<file path="src/rtl/sleep_wdt_pkg.sv">
package sleep_wdt_pkg;

  // Strobes handed from the control module to the datapath
  typedef struct packed {
    logic clrTimer;  // restart the divider
    logic clrWdog;   // zero the watchdog tally
    logic setSleep;  // enter sleep
    logic wake;      // synchronized wakeup level
  } ctrlStrobe_t;

  localparam logic [7:0] FULL_CLR_KEY = 8'h38;

endpackage

</file>
<file path="src/rtl/sleep_wdt_ctrl.sv">
module sleep_wdt_ctrl
  import sleep_wdt_pkg::*;
#(
  parameter int SYNC_STAGES = 2
) (
  input  logic        clk,
  input  logic        rstN,
  input  logic        wdtClrWr,
  input  logic [7:0]  wdtClrData,
  input  logic        sleepSetWr,
  input  logic        wakeIn,
  output ctrlStrobe_t strobe
);

  logic [SYNC_STAGES-1:0] wakeSync;

  always_ff @(posedge clk or negedge rstN) begin
    if (!rstN) wakeSync <= '0;
    else       wakeSync <= {wakeSync[SYNC_STAGES-2:0], wakeIn};
  end

  always_comb begin
    strobe.clrWdog  = wdtClrWr;
    strobe.clrTimer = wdtClrWr && (wdtClrData == FULL_CLR_KEY);
    strobe.setSleep = sleepSetWr;
    strobe.wake     = wakeSync[SYNC_STAGES-1];
  end

endmodule

</file>
<file path="src/rtl/sleep_wdt_datapath.sv">
module sleep_wdt_datapath
  import sleep_wdt_pkg::*;
#(
  parameter int TIMER_W     = 8,
  parameter int BASE_LOG2   = 3,
  parameter int WDT_LIMIT   = 3,
  parameter int BUZZ_PERIOD = 32
) (
  input  logic        clk,
  input  logic        rstN,
  input  logic [1:0]  intervalSel,
  input  ctrlStrobe_t strobe,
  output logic        sleepTick,
  output logic        wdtReset,
  output logic        sleepFlag,
  output logic        bgEnable,
  output logic        lvdEnable
);

  localparam int WCNT_W = $clog2(WDT_LIMIT + 1);
  localparam int BUZZ_W = $clog2(BUZZ_PERIOD);
  localparam logic [WCNT_W-1:0] WDT_MAX  = WCNT_W'(WDT_LIMIT);
  localparam logic [WCNT_W-1:0] WDT_LAST = WCNT_W'(WDT_LIMIT - 1);
  localparam logic [BUZZ_W-1:0] BUZZ_END = BUZZ_W'(BUZZ_PERIOD - 1);
  localparam logic [BUZZ_W-1:0] BUZZ_BG  = BUZZ_W'(BUZZ_PERIOD - 2);

  logic [TIMER_W-1:0] timerCnt;
  logic [TIMER_W-1:0] tickMask;
  logic [WCNT_W-1:0]  wdogCnt;
  logic [BUZZ_W-1:0]  buzzCnt;

  // Divider and terminal count
  always_comb begin
    tickMask  = (TIMER_W'(1) << (BASE_LOG2 + int'(intervalSel))) - TIMER_W'(1);
    sleepTick = (timerCnt & tickMask) == tickMask;
  end

  always_ff @(posedge clk or negedge rstN) begin
    if (!rstN)                timerCnt <= '0;
    else if (strobe.clrTimer) timerCnt <= '0;
    else                      timerCnt <= timerCnt + TIMER_W'(1);
  end

  // Watchdog tally of ticks, saturating
  always_ff @(posedge clk or negedge rstN) begin
    if (!rstN) begin
      wdogCnt  <= '0;
      wdtReset <= 1'b0;
    end else begin
      wdtReset <= !strobe.clrWdog && sleepTick && (wdogCnt == WDT_LAST);
      if (strobe.clrWdog)                        wdogCnt <= '0;
      else if (sleepTick && wdogCnt != WDT_MAX)  wdogCnt <= wdogCnt + WCNT_W'(1);
    end
  end

  // Sleep flag and buzz sequencer
  always_ff @(posedge clk or negedge rstN) begin
    if (!rstN)                sleepFlag <= 1'b0;
    else if (strobe.wake)     sleepFlag <= 1'b0;
    else if (strobe.setSleep) sleepFlag <= 1'b1;
  end

  always_ff @(posedge clk or negedge rstN) begin
    if (!rstN)                    buzzCnt <= '0;
    else if (!sleepFlag)          buzzCnt <= '0;
    else if (buzzCnt == BUZZ_END) buzzCnt <= '0;
    else                          buzzCnt <= buzzCnt + BUZZ_W'(1);
  end

  always_comb begin
    bgEnable  = sleepFlag && (buzzCnt >= BUZZ_BG);
    lvdEnable = sleepFlag && (buzzCnt == BUZZ_END);
  end

  AST_TICK_SINGLE: assert property (@(posedge clk) disable iff (!rstN)
    sleepTick |=> !sleepTick);
  AST_WDT_CAUSE: assert property (@(posedge clk) disable iff (!rstN)
    wdtReset |-> ($past(sleepTick) && !$past(strobe.clrWdog)));
  AST_WDT_PULSE: assert property (@(posedge clk) disable iff (!rstN)
    wdtReset |=> !wdtReset);
  AST_FULL_CLR: assert property (@(posedge clk) disable iff (!rstN)
    strobe.clrTimer |=> (timerCnt == '0));
  AST_WAKE_CLR: assert property (@(posedge clk) disable iff (!rstN)
    strobe.wake |=> !sleepFlag);
  AST_LVD_IN_BG: assert property (@(posedge clk) disable iff (!rstN)
    lvdEnable |-> (bgEnable && $past(bgEnable)));

endmodule

</file>
<file path="src/rtl/sleep_wdt_timer.sv">
module sleep_wdt_timer
  import sleep_wdt_pkg::*;
#(
  parameter int TIMER_W     = 8,
  parameter int BASE_LOG2   = 3,
  parameter int WDT_LIMIT   = 3,
  parameter int BUZZ_PERIOD = 32,
  parameter int SYNC_STAGES = 2
) (
  input  logic       clk,
  input  logic       rstN,
  input  logic [1:0] intervalSel,
  input  logic       wdtClrWr,
  input  logic [7:0] wdtClrData,
  input  logic       sleepSetWr,
  input  logic       wakeIn,
  output logic       sleepTick,
  output logic       wdtReset,
  output logic       sleepFlag,
  output logic       bgEnable,
  output logic       lvdEnable
);

  ctrlStrobe_t strobe;

  sleep_wdt_ctrl #(.SYNC_STAGES(SYNC_STAGES)) uCtrl (
    .clk(clk), .rstN(rstN), .wdtClrWr(wdtClrWr), .wdtClrData(wdtClrData),
    .sleepSetWr(sleepSetWr), .wakeIn(wakeIn), .strobe(strobe)
  );

  sleep_wdt_datapath #(
    .TIMER_W(TIMER_W), .BASE_LOG2(BASE_LOG2),
    .WDT_LIMIT(WDT_LIMIT), .BUZZ_PERIOD(BUZZ_PERIOD)
  ) uData (
    .clk(clk), .rstN(rstN), .intervalSel(intervalSel), .strobe(strobe),
    .sleepTick(sleepTick), .wdtReset(wdtReset), .sleepFlag(sleepFlag),
    .bgEnable(bgEnable), .lvdEnable(lvdEnable)
  );

endmodule

</file>
<file path="config.mk">
export PLATFORM = sky130hd
export DESIGN_NAME = sleep_wdt_timer
export DESIGN_NICKNAME = d
export VERILOG_FILES = /design/src/rtl/sleep_wdt_pkg.sv /design/src/rtl/sleep_wdt_ctrl.sv /design/src/rtl/sleep_wdt_datapath.sv /design/src/rtl/sleep_wdt_timer.sv
export SDC_FILE = /design/constraint.sdc
export NUM_CORES = 1
export LEC_CHECK = 0
export BUFFER_PORTS_ARGS = -buffer_cell sky130_fd_sc_hd__buf_2
export CORE_UTILIZATION = 50
export CTS_BUF_LIST = sky130_fd_sc_hd__clkbuf_8
export CTS_CLUSTER_DIAMETER = 40
export DETAILED_ROUTE_END_ITERATION = 7
export GPL_TIMING_DRIVEN = 0
export PLACE_DENSITY = 0.73
export SLEW_MARGIN = 20
export SYNTH_ARGS = -nofsm -noshare
export SYNTH_HDL_FRONTEND = slang
export SYNTH_HIERARCHICAL = 1
export SYNTH_SLANG_ARGS = --single-unit
</file>
<file path="constraint.sdc">
create_clock -name clk -period 1.8 [get_ports clk]
set_input_delay 0.27 -clock clk [delete_from_list [all_inputs] [get_ports clk]]
set_output_delay 0.27 -clock clk [all_outputs]
set_load 0.02 [all_outputs]
</file>
# Word-level counts from Yosys, hierarchy flattened
# Cells that the tools add are included.
# Widths: inputs -> output; s select.
[word_totals] output_inout_bits=5 inputBits=15 wordCells=35 ff_bits=19
[classes] addsub=5 eq_ne=5 mux=7 order_cmp=1 reduce_logical=9 shifts=1 bitwise_logic=1
[ops] operator="$shl 1x32->8 const A" n=1
[ops] operator="$mux 5" n=2
[ops] operator="$add 8x1->8 const B" n=1
[ops] operator="$and 8x8->8" n=1
[ops] operator="$eq 8x6->1 const B" n=1
[ops] operator="$eq 8x8->1" n=1
[ops] operator="$mux 8" n=1
[ops] operator="$sub 8x2->8 const B" n=1
[ops] operator="$logic_and 1x1->1" n=6
[ops] operator="$add 5x1->5 const B" n=1
[ops] operator="$eq 5x5->1 const B" n=1
[ops] operator="$ge 5x5->1 const B" n=1
[ops] operator="$mux 2" n=2
[ops] operator="$reduce_bool 2->1" n=2
[ops] operator="$add 2x2->3 const A" n=1
[ops] operator="$add 2x1->2 const B" n=1
[ops] operator="$eq 2x2->1 const B" n=1
[ops] operator="$mux 1" n=2
[ops] operator="$ne 2x2->1 const B" n=1
[ops] operator="$logic_not 1->1" n=1

# Depth between registers and ports, before layout
[depth] word_depth=8 ltp_mapped=9 mapped_depth_nobuf=9

# Hierarchy
# The synthesis kept the hierarchy.
[modules_own_cells] module="sleep_wdt_datapath" instances=1 seq_area_each_um2=425.4 area_each_um2=918.4 cells_per_inst=90
[modules_own_cells] module="sleep_wdt_ctrl" instances=1 seq_area_each_um2=50.0 area_each_um2=105.1 cells_per_inst=9

# Least setup slack after synthesis
# Ideal clock, no wire load.
[synth_timing] kind="input to output" startpoint="input port intervalSel[0]" endpoint="output port sleepTick" arrival_time_ns=1.646 required_ns=1.530 setup_slack_ns=-0.116 path_buffers=0 path_stages=9 path_cell_list="or2_1 inv_1 ha_1 inv_1 ha_1 nor2b_1 nor3_2 nand2_1 nor2_1"
[synth_via] elab_chain_cells=5
[synth_lines] item="from (decl)" line="sleep_wdt_timer.sv:12" rtl="input logic [1:0] intervalSel,"
[synth_lines] item="$add 2x2->3 (*)" line="sleep_wdt_datapath.sv:34" rtl="tickMask = (TIMER_W'(1) << (BASE_LOG2 + int'(intervalSel))) - TIMER_W'(1);"
[synth_lines] item="$shl 1x32->8 (*)" line="sleep_wdt_datapath.sv:34"
[synth_lines] item="$sub 8x2->8 (*)" line="sleep_wdt_datapath.sv:34"
[synth_lines] item="$and 8x8->8" line="sleep_wdt_datapath.sv:35" rtl="sleepTick = (timerCnt & tickMask) == tickMask;"
[synth_lines] item="$eq 8x8->1 (*)" line="sleep_wdt_datapath.sv:35"
[synth_lines] item="to (decl)" line="sleep_wdt_timer.sv:17" rtl="output logic sleepTick,"
# Every way passes the cells marked *; elsewhere a longest branch is shown, timed or not.

# Worst setup path after layout
# Ends and elaborated chain as after synthesis.

==> results.sh <==
export IMPL_synth_top_area_share=0.465
export IMPL_max_cap_viol_count=0
export IMPL_detail_route_vias_per_cell=4.85
export IMPL_cts_tree="yes"
export IMPL_drive_above_1_share=0.397
export IMPL_synth_cell_area_sq_um=1020
export IMPL_placementRows=16
export IMPL_holdPathEnd="uCtrl/wakeSync[0]$_DFF_PN0_"
export IMPL_holdCritPathClass="in -> reg"
export IMPL_cts_num_sinks=19
export IMPL_place_gp_congestion=0.800
export IMPL_endpoint_kind="output port"
export IMPL_crit_reg2reg_launch="uData/timerCnt[2]$_DFF_PN0_"
export IMPL_maximum_number_of_pins_on_one_net_before_global_route_repair=20
export IMPL_vias=767
export IMPL_clk_pin_slew_ps=70
export IMPL_dp_slack_ps=-334
export IMPL_dp_final_hpwl_um=1230
export IMPL_synth_seq_cells=19
export IMPL_timing_fmax_mhz=509
export IMPL_remaining_drc_errors=0
export IMPL_synth_cell_types=27
export IMPL_final_cycle_share=1.09
export IMPL_r2r_end="uData/wdogCnt[0]$_DFFE_PN0P_"
export IMPL_first_iter_violations=17
export IMPL_crit_required_ps=1530
export IMPL_number_of_global_route_vias_before_repair=687
export IMPL_min_path_cells=1
export IMPL_worst_ir_drop_vdd_mv=0.894
export IMPL_initial_utilization=0.527
export IMPL_seqCellArea_sq_um=475
export IMPL_post_drt_wl_per_cell_um=12.1
export IMPL_worst_hold_startpoint="wakeIn"
export IMPL_max_clock_path_buffers=2
export IMPL_tritoncts_num_buffers=3
export IMPL_rr_worst_depth=5
export IMPL_final_nets=156
export IMPL_num_antenna_cells=0
export IMPL_startpoint_type="input pin"
export IMPL_timing_final_max_slew_violations=0
export IMPL_first_pass_iters=4
export IMPL_number_of_cells_in_the_finished_layout_apart_from_fillers=158
export IMPL_totalWireLength_um=1910
export IMPL_grt_util_all_layers=0.200
export IMPL_worst_setup_path_type="in -> out"
export IMPL_yosys_top_cells_area="dfrtp_1, ha_1, nor2_1"
export IMPL_synthesis_yosys_warnings=6
export IMPL_violated_checks="setup timing"
export IMPL_rsz0062_at_grt="yes"
export IMPL_worstPathArrival_ps=1690
export IMPL_timing_final_crit_period_ps=1960
export IMPL_io_pin_count=20
export IMPL_postSynthCellCount=99
export IMPL_crit_fanout=2
export IMPL_post_route_worst_setup_slack_ps=-163
export IMPL_leakagePower_nw=0.663
export IMPL_io_buffers=18
export IMPL_clock_latency_ps=260
export IMPL_dieArea_sq_um=2230
export IMPL_synthesis_nets=123
export IMPL_root_buffer="clkbuf_8"
export IMPL_pwr_density_cell_nw_per_um2=887
export IMPL_layout_filler_cells=155
export IMPL_rrSetupSlack_ps=290
export IMPL_synth_top_cell_by_area="dfrtp_1"
export IMPL_core_sq_um=1940
export IMPL_synthToLayoutAreaGrowth_pct=33.3
export IMPL_multi_input_area_sq_um=564
export IMPL_run_status="finished, violations left"
export IMPL_numPlacedInstances=144
export IMPL_grt_antenna_before_repair=0
export IMPL_globalRoute_totalOverflow=0
export IMPL_postSynthAreaPerCell_sq_um=10.3
export IMPL_timing_final_hold_violations=0
export IMPL_fin_util=0.702
export IMPL_final_setup_violating_endpoints=3
export IMPL_die_ht_um=47.2
export IMPL_clock_skew_ps=6.28
export IMPL_grt_first_pass_wirelength_um=2990
export IMPL_drtAntennaViolNets=0
export IMPL_synth_seq_area_share=0.465
export IMPL_die_width_um=47.2
export IMPL_htree_num_levels=1
cell type report:
class | instances | share of cell area
Inverter | 6 | 0.0183
Clock buffer | 3 | 0.0303
Tap cell | 27 | 0.0248
Multi-Input combinational cell | 70 | 0.414
Buffer | 4 | 0.0193
Timing Repair Buffer | 28 | 0.141
Sequential cell | 19 | 0.349
Clock inverter | 1 | 0.00367
cell families after synthesis:
group                    count (synthesis)  synth area share
AO/OA/AOI/OAI                            3            0.0220
other                                    1           0.00366
buffers and inverters                   10            0.0477
AND/OR/NAND/NOR                         47             0.254
XOR/XNOR                                 8            0.0685
flip-flops                              19             0.465
multiplexers                             2            0.0293
adder cells (fa/ha/maj)                  9             0.110
routing by layer:
metal | GRT usage | wire length, um | vias up
met2 | 0.329 | 1000 | 7
met5 | 0 | 0 | -
met1 | 0.251 | 849 | 375
met4 | 0.0514 | 12 | 0
li1 | - | - | 383
met3 | 0.0692 | 46 | 2
cell usage after synthesis:
library cell / number
o22ai_1: 1
a31oi_1: 1
xor2_1: 4
nor3_2: 1
nor2_1: 21
conb_1: 1
or2_1: 1
dfrtp_1: 19
clkbuf_1: 1
and2_1: 2
xnor2_1: 4
buf_4: 3
nor4_2: 1
nand3_1: 5
mux2_4: 2
ha_1: 9
and3_1: 3
o21ba_2: 1
nor4b_1: 1
and3_4: 1
or4b_1: 1
nor2b_1: 3
nor4b_2: 1
nand2b_1: 3
nand2_1: 2
nand4_1: 1
inv_1: 6
flip-flops by register name (all words and copies together), names as in the netlist:
register / flops
uData/timerCnt: 8
uData/wdtReset: 1
uCtrl/wakeSync: 2
uData/sleepFlag: 1
uData/buzzCnt: 5
uData/wdogCnt: 2
worst max-delay path: stages:
cell,delay (ps)
buf_6,90
or2_4,260
buf_4,130
ha_1,170
nor4b_2,150
a31oi_1,260
nand2_2,120
nor2_2,120
buf_6,120
worst max-delay path by stage:
stage	start	to	slack, ps	cells past startpoint
final	intervalSel[0]	sleepTick	-160	9
after global routing	intervalSel[0]	sleepTick	-260	9
after CTS	intervalSel[0]	sleepTick	-170	11
after detailed placement	intervalSel[1]	uData/wdogCnt[0]$_DFFE_PN0P_	-330	10
after global placement	intervalSel[1]	uData/wdogCnt[0]$_DFFE_PN0P_	-310	10
after floorplan	intervalSel[1]	uData/wdogCnt[0]$_DFFE_PN0P_	170	6
power breakdown:
part           switching (mW)  total (mW)  leakage, nW  internal (mW)
clock                   0.138       0.292       0.0255          0.154
combinational           0.140       0.299        0.393          0.160
sequential              0.101       0.618        0.245          0.518
repair_timing:
| action | in CTS | in global routing |
|---|---|---|
| endpoints found under the hold margin | 19 | 0 |
| setup buffers | 7 | 2 |
| resized for setup | 10 | 9 |
| hold buffers | 1 | 0 |
| pin swaps | 5 | 2 |
| setup endpoints to repair | 4 | 5 |
metrics by stage:
step	area, sq um	power [mW]	TNS, ps	hold WS, ps
floorplan	1040	0.789	0	-25.6
global placement	1170	0.854	-1050	230
detailed placement	1170	0.865	-1110	226
CTS	1320	1.20	-188	106
global route	1360	1.29	-421	99.4
finish	1360	1.21	-204	113
layout by cell type (no fill, tap or decap), types with 2 or more instances in the layout:
cell      count
buf_4        12
ha_1          5
ha_2          2
nor2_1       20
and3_1        3
and2_1        2
inv_1         4
dfrtp_1      19
buf_2        14
xnor2_1       4
nor2b_1       2
nand3_1       5
nand2b_1      3
clkbuf_8      3
ha_4          2
xor2_1        4
buf_6         4
mux2_4        2
Power figures use the tool's default switching activity.
